File: config.mk
export PLATFORM = sky130hd
export DESIGN_NAME = led_fade_engine
export DESIGN_NICKNAME = d
export VERILOG_FILES = /design/src/rtl/led_fade_pkg.sv /design/src/rtl/ms_tick_gen.sv /design/src/rtl/fade_step_timer.sv /design/src/rtl/fade_level_ctrl.sv /design/src/rtl/code_to_level.sv /design/src/rtl/led_fade_engine.sv
export SDC_FILE = /design/constraint.sdc
export NUM_CORES = 1
export LEC_CHECK = 0
export BUFFER_PORTS_ARGS = -buffer_cell sky130_fd_sc_hd__buf_2
export CORE_ASPECT_RATIO = 0.8
export CORE_MARGIN = 10
export CORE_UTILIZATION = 58
export DETAILED_ROUTE_END_ITERATION = 8
export PLACE_DENSITY = 0.9
export SETUP_SLACK_MARGIN = 0.1
export SLEW_MARGIN = 20
export SYNTH_ARGS = -nofsm -noshare
export SYNTH_HDL_FRONTEND = slang
export SYNTH_SLANG_ARGS = --single-unit
File: constraint.sdc
create_clock -name clk -period 5.6 [get_ports clk]
set_input_delay 1.12 -clock clk [delete_from_list [all_inputs] [get_ports clk]]
set_output_delay 1.12 -clock clk [all_outputs]
set_load 0.02 [all_outputs]
File: src/rtl/led_fade_pkg.sv
// Package: shared widths, types and the rate-to-interval rule of the fade engine.
// Assumes: 5-bit brightness codes and a 2-bit rate select.
package led_fade_pkg;
    localparam int CODE_W  = 5;
    localparam int LEVEL_W = 6;
    localparam int RATE_W  = 2;
    localparam int RATE_STEPS = 1 << RATE_W;

    typedef logic [CODE_W-1:0]  code_t;
    typedef logic [LEVEL_W-1:0] level_t;
    typedef logic [RATE_W-1:0]  rate_t;

    // Interval in ms for a rate select: higher select means shorter interval.
    function automatic int rate_to_ms(rate_t rate, int unit_ms);
        return (RATE_STEPS - int'(rate)) * unit_ms;
    endfunction
endpackage

File: src/rtl/ms_tick_gen.sv
// Module: divides the clock into a one-cycle millisecond tick.
// Assumes: CLKS_PER_MS >= 1; clear realigns the tick phase so that a
// tick falls exactly CLKS_PER_MS cycles after the clear.
module ms_tick_gen #(
    parameter int CLKS_PER_MS = 1000
) (
    input  logic clk,
    input  logic rst_n,
    input  logic clear,
    output logic tick
);
    localparam int DIV_W = (CLKS_PER_MS > 1) ? $clog2(CLKS_PER_MS) : 1;
    localparam logic [DIV_W-1:0] DIV_LAST = DIV_W'(CLKS_PER_MS - 1);

    logic [DIV_W-1:0] div_q;

    // Tick whenever the divider sits on its last count and is not being cleared.
    assign tick = !clear && (div_q == DIV_LAST);

    // Divider counter: wraps on the tick and restarts on clear.
    always_ff @(posedge clk) begin
        if (!rst_n || clear || tick) begin
            div_q <= '0;
        end else begin
            div_q <= div_q + 1'b1;
        end
    end
endmodule

File: src/rtl/fade_step_timer.sv
// Module: counts millisecond ticks and pulses a step after each interval.
// Assumes: the interval is sampled from the rate input on restart and at each
// step, so a rate change takes effect from the interval after the current one.
module fade_step_timer
    import led_fade_pkg::*;
#(
    parameter int UNIT_MS = 8
) (
    input  logic  clk,
    input  logic  rst_n,
    input  logic  restart,
    input  logic  run,
    input  logic  ms_tick,
    input  rate_t rate,
    output logic  step
);
    localparam int MS_MAX = RATE_STEPS * UNIT_MS;
    localparam int MS_W   = $clog2(MS_MAX + 1);

    logic [MS_W-1:0] ms_q;
    logic [MS_W-1:0] interval_q;
    logic [MS_W-1:0] interval_next;

    // Interval length for the rate currently programmed.
    assign interval_next = MS_W'(rate_to_ms(rate, UNIT_MS));

    // A step closes an interval on its last millisecond tick.
    assign step = run && !restart && ms_tick && (ms_q == interval_q - 1'b1);

    // Millisecond counter and latched interval.
    always_ff @(posedge clk) begin
        if (!rst_n) begin
            ms_q       <= '0;
            interval_q <= MS_W'(MS_MAX);
        end else if (restart || step) begin
            ms_q       <= '0;
            interval_q <= interval_next;
        end else if (run && ms_tick) begin
            ms_q <= ms_q + 1'b1;
        end
    end
endmodule

File: src/rtl/fade_level_ctrl.sv
// Module: holds the setting register and moves the applied code to the target.
// Assumes: writes are single-cycle strobes; steps come from fade_step_timer.
module fade_level_ctrl
    import led_fade_pkg::*;
(
    input  logic  clk,
    input  logic  rst_n,
    input  logic  wr_en,
    input  code_t wr_code,
    input  logic  wr_fade_en,
    input  rate_t wr_rate,
    input  logic  step_i,
    output code_t applied_o,
    output rate_t rate_o,
    output logic  restart_o,
    output logic  busy_o
);
    code_t target_q;
    code_t applied_q;
    rate_t rate_q;
    logic  fade_en_q;
    logic  restart_q;
    logic  going_up;

    assign busy_o    = fade_en_q && (applied_q != target_q);
    assign going_up  = target_q > applied_q;
    assign applied_o = applied_q;
    assign rate_o    = rate_q;
    assign restart_o = restart_q;

    // Setting register, target lock and one-code stepping.
    always_ff @(posedge clk) begin
        if (!rst_n) begin
            target_q  <= '0;
            applied_q <= '0;
            rate_q    <= '0;
            fade_en_q <= 1'b0;
            restart_q <= 1'b0;
        end else begin
            restart_q <= 1'b0;
            if (wr_en) begin
                fade_en_q <= wr_fade_en;
                rate_q    <= wr_rate;
            end
            if (wr_en && !wr_fade_en) begin
                target_q  <= wr_code;
                applied_q <= wr_code;
            end else begin
                if (wr_en && !busy_o) begin
                    target_q  <= wr_code;
                    restart_q <= (wr_code != applied_q);
                end
                if (step_i && busy_o) begin
                    applied_q <= going_up ? applied_q + 1'b1 : applied_q - 1'b1;
                end
            end
        end
    end

    // a write with fading disabled loads the code at once and ends any fade.
    a_r7_direct_load: assert property (@(posedge clk) disable iff (!rst_n)
        (wr_en && !wr_fade_en) |=> (applied_q == $past(wr_code)) && !busy_o);

    // a fade-enabled write while busy leaves the target alone.
    a_r6_target_locked: assert property (@(posedge clk) disable iff (!rst_n)
        (busy_o && wr_en && wr_fade_en) |=> (target_q == $past(target_q)));

    // without a write, the applied code moves by at most one code.
    a_r3_single_step: assert property (@(posedge clk) disable iff (!rst_n)
        !wr_en |=> (applied_q == $past(applied_q))
                || (applied_q == CODE_W'($past(applied_q) + 1'b1))
                || (applied_q == CODE_W'($past(applied_q) - 1'b1)));

    // the applied code only moves on a write or a timer step.
    a_r4_no_step_no_move: assert property (@(posedge clk) disable iff (!rst_n)
        (!wr_en && !step_i) |=> $stable(applied_q));
endmodule

File: src/rtl/code_to_level.sv
// Module: maps a brightness code to sink current in 0.5 mA units.
// Assumes: fine steps up to code 23, 1 mA steps up to 26, 2 mA steps above.
module code_to_level
    import led_fade_pkg::*;
(
    input  code_t  code,
    output level_t level
);
    localparam int FINE_END   = 24;
    localparam int MID_END    = 27;
    localparam int MID_BASE   = 26;
    localparam int COARSE_BASE = 34;

    // Piecewise-linear segments of the current curve.
    always_comb begin
        if (int'(code) < FINE_END) begin
            level = LEVEL_W'(int'(code) + 1);
        end else if (int'(code) < MID_END) begin
            level = LEVEL_W'(MID_BASE + 2 * (int'(code) - FINE_END));
        end else begin
            level = LEVEL_W'(COARSE_BASE + 4 * (int'(code) - MID_END));
        end
    end

    // the current stays within 0.5 mA .. 25 mA for every code.
    always_comb begin
        a_r8_level_range: assert (level >= LEVEL_W'(1) && level <= LEVEL_W'(50));
    end
endmodule

File: src/rtl/led_fade_engine.sv
// Module: top of the fade engine; wires tick divider, step timer, level
// controller and current map. Assumes a single clock and synchronous reset.
module led_fade_engine
    import led_fade_pkg::*;
#(
    parameter int CLKS_PER_MS = 1000,
    parameter int UNIT_MS     = 8
) (
    input  logic       clk,
    input  logic       rst_n,
    input  logic       wr_en,
    input  logic [4:0] wr_code,
    input  logic       wr_fade_en,
    input  logic [1:0] wr_rate,
    output logic [4:0] applied_code,
    output logic [5:0] level_half_ma,
    output logic       fade_busy
);
    logic  ms_tick;
    logic  step;
    logic  restart;
    rate_t rate;
    code_t applied;

    ms_tick_gen #(.CLKS_PER_MS(CLKS_PER_MS)) u_tick (
        .clk   (clk),
        .rst_n (rst_n),
        .clear (restart),
        .tick  (ms_tick)
    );

    fade_step_timer #(.UNIT_MS(UNIT_MS)) u_timer (
        .clk     (clk),
        .rst_n   (rst_n),
        .restart (restart),
        .run     (fade_busy),
        .ms_tick (ms_tick),
        .rate    (rate),
        .step    (step)
    );

    fade_level_ctrl u_ctrl (
        .clk        (clk),
        .rst_n      (rst_n),
        .wr_en      (wr_en),
        .wr_code    (wr_code),
        .wr_fade_en (wr_fade_en),
        .wr_rate    (wr_rate),
        .step_i     (step),
        .applied_o  (applied),
        .rate_o     (rate),
        .restart_o  (restart),
        .busy_o     (fade_busy)
    );

    code_to_level u_map (
        .code  (applied),
        .level (level_half_ma)
    );

    assign applied_code = applied;

    // busy never stays high once the applied code reaches the target region via a direct load.
    a_r9_busy_clears_on_load: assert property (@(posedge clk) disable iff (!rst_n)
        (wr_en && !wr_fade_en) |=> !fade_busy);
endmodule

==> flow_summary_export.csv <==
group,metric,value,unit
worst_hold_path,hold_class,"reg2reg",
timing,hold_viol,0,
critical_path,worst-path-stages,7,
critical_path,cp_slowest_stage_delay,0.51,ns
global_route,grt_pass1_vias,1614,
outcome,status,"complete, no violations",
power,seq_power_share,0.443,
job,maxCapViolations,0,
power,p_int,407,uW
place,dp_hpwl,3310,um
clock_tree,cts_made_buffers,5,
synth,yosysMostFrequentCell,"dfxtp_1",
floorplanning,die_x,86.0,um
critical_path,crit_chain,"ha_1 > inv_1 > or3_1 > o22ai_1 > a31oi_1 > o21ai_0 > buf_2",
timing,worstMarginPinSlew,0.676,ns
floorplanning,start_util,0.595,
critical_path,path_delay_family,"flip-flops",
synth,yosysSeqAreaShare,0.327,
routing,via_count,1696,
clock_tree,postCtsSetupBuffers,0,
power,ir_worst_vdd,0.206,mV
synth,synthCells,234,
timing,slew_headroom,0.546,
critical_path,crit_type,"reg2out",
routing,remaining_drc_errors,0,
layout,drive_gt1_frac,0.136,
synth,synth.top_cell.area_share,0.327,
synth,syn_area_per_cell,8.65,um^2
power,p_leak,0.00100,uW
timing,min_period,3.39,ns
global_route,grt_max_degree,21,
timing,skew,0.00534,ns
global_route,track_usage,0.146,
critical_path,cp_data_required_time,4.48,ns
layout,n_antenna_cell,0,
floorplanning,pin_count,23,
power,pwr-share-comb,0.211,
clock_tree,clock_latency,0.29,ns
synth,netlist_area,2020,um^2
routing,wl_per_cell,14.7,um
place,numPortBuffers,22,
clock_tree,postCtsHoldBufs,0,
power,p_clk_frac,0.346,
routing,drtPass1Iterations,4,
global_route,grt_first_pass_wirelength,7440,um
timing,min_period_over_period,0.605,
timing,final.setup.tns,0,ns
global_route,antenna_found_initial,0,
clock_tree,cts.clk_slew.worst_paths,0.07,ns
critical_path,startpoint,"u_ctrl.applied_o[3]",
critical_path,crit_path_end,"level_half_ma[4]",
synth,synthFlopType,"dfxtp_1",
synth,yosysWarnings,0,
critical_path,reg2regPathDepth,13,
synth,netlist-cell-type-count,45,
routing,ant_nets,0,
timing,rsz0062_at_grt,"no",
floorplanning,die_y,72.8,um
clock_tree,cts_tree,"yes",
synth,synth_nets,260,
synth,synth.area.top_cells,"dfxtp_1 33%, ha_1 8.7%, xnor2_1 6.5%",
floorplanning,die_area,6270,um^2
critical_path,r2r-start,"u_ctrl.applied_o[1]",
critical_path,rrSetupSlack,2.40,ns
critical_path,crit_buf_inv,2,
synth,synth_top_cell_by_area,"dfxtp_1",
layout,area_delta_synth_final,11.9,%
critical_path,reg2reg_to,"u_ctrl.applied_o[4]",
timing,drv_slew,0,
floorplanning,placementRows,19,
place,place_area,2160,um^2
critical_path,startpoint_type,"flop",
routing,dr.first_iter.drc_count,118,
clock_tree,htree_levels,2,
critical_path,slowest_stage,"dfxtp_1",
synth,ys_seq_elements,33,
power,p_per_area,254,nW/um^2
critical_path,arrival,2.27,ns
clock_tree,clock_path_buffers,2,
timing,fmax,295,MHz
critical_path,end_kind,"output pin",
layout,design_area,2260,um^2
layout,nNetsFinal,283,
power,swShare,0.292,
routing,wl,4410,um
place,gp_congestion,0.907,
global_route,gr-total-overflow,0,
timing,setup-violations-final,0,
floorplanning,core_area,3400,um^2
critical_path,path_max_fanout,12,
clock_tree,cts_resized,0,
synth,synth_commonest_cells,"33 x dfxtp_1, 26 x nor2_1, 15 x inv_1, 15 x xnor2_1",
routing,avgViaCountPerCell,5.65,
clock_tree,root_buffer,"clkbuf_8",
synth,synthArstFlopShare,0,
clock_tree,clock_sinks,33,
synth,synth-edff-count,0,
power,p_sw,168,uW
## worst register-to-register path, stage by stage (launching register included)
cell and delay [ns]:
dfxtp_1 0.46, inv_1 0.15, ha_1 0.34, nor2b_1 0.16, o2111ai_1 0.21, and3b_1 0.19, or2_2 0.14, inv_1 0.06
fa_1 0.39, nand2b_1 0.19, a21oi_1 0.14, a211oi_1 0.07, or4_1 0.47, a31oi_1 0.17
## registers in the layout (all words and copies together) (netlist names)
signal              count
u_tick.div_q           10
u_ctrl.applied_o        5
u_timer.ms_q            6
u_ctrl.fade_en_q        1
u_ctrl.restart_o        1
u_ctrl.target_q         5
u_timer.interval_q      3
u_ctrl.rate_o           2
## area by class of cell
type / instances / area [um^2]
multi-input cells: 180 / 1280
fillers: 276 / 1130
flip-flops and latches: 33 / 661
repair buffers: 22 / 110
clock buffers: 7 / 96.3
inverters: 15 / 56.3
well taps: 42 / 52.6
clock inverters: 1 / 5.00
## logic make-up (layout without fill, tap and decap cells)
| logic type | Yosys count | after routing | synth area share |
|---|---|---|---|
| buf+inv | 21 | 45 | 0.0390 |
| mux | 14 | 14 | 0.0699 |
| fa+ha+maj | 15 | 15 | 0.0965 |
| xor+xnor | 24 | 24 | 0.111 |
| simple gates | 84 | 84 | 0.223 |
| compound gates | 43 | 43 | 0.134 |
| flops | 33 | 33 | 0.327 |
## stage by stage
stage	utilization	setup WS, ns	cells	hold WS, ns	total power (uW)
global placement	0.636	2.55	292	0.440	374
finish	0.666	2.21	300	0.488	574
detailed placement	0.636	2.45	292	0.452	378
floorplan	-	2.55	234	0.426	347
CTS	0.666	2.24	300	0.489	577
global route	0.666	2.05	300	0.526	604
## power groups by stage
stage	Clock (uW)	Combinational [uW]	Sequential [uW]
finish	199	121	255
global route	210	138	256
CTS	202	121	254
detailed placement	0	119	259
global placement	0	116	259
floorplan	0	89.5	258
## worst min-delay path by stage
stage                     cells after the start              end  slack [ns]             from
after floorplan                               1  u_tick.div_q[0]        0.43  u_tick.div_q[0]
after global placement                        1  u_tick.div_q[0]        0.44  u_tick.div_q[0]
after detailed placement                      1  u_tick.div_q[0]        0.45  u_tick.div_q[0]
after CTS                                     1  u_tick.div_q[0]        0.49  u_tick.div_q[0]
after global routing                          1  u_tick.div_q[0]        0.53  u_tick.div_q[0]
final                                         1  u_tick.div_q[0]        0.49  u_tick.div_q[0]
## cells in the final DEF, fill, tap and decap left out, drive strengths merged, types with 10 or more instances in the layout
cell	netlist	final
dfxtp	33	33
nor2	26	26
buf	0	22
inv	15	15
xnor2	15	15
nand2	14	14
ha	14	14
mux2i	13	13
nor2b	12	12
o21ai	11	11
a21oi	10	10
## metal layers
layer,vias up,share of wire,GRT usage
met2,49,0.45,0.220
met1,775,0.46,0.186
met3,10,0.069,0.0435
met4,0,0.018,0.0693
li1,862,-,-
met5,-,0,0
No activity file was read; power rests on OpenSTA's default activity.
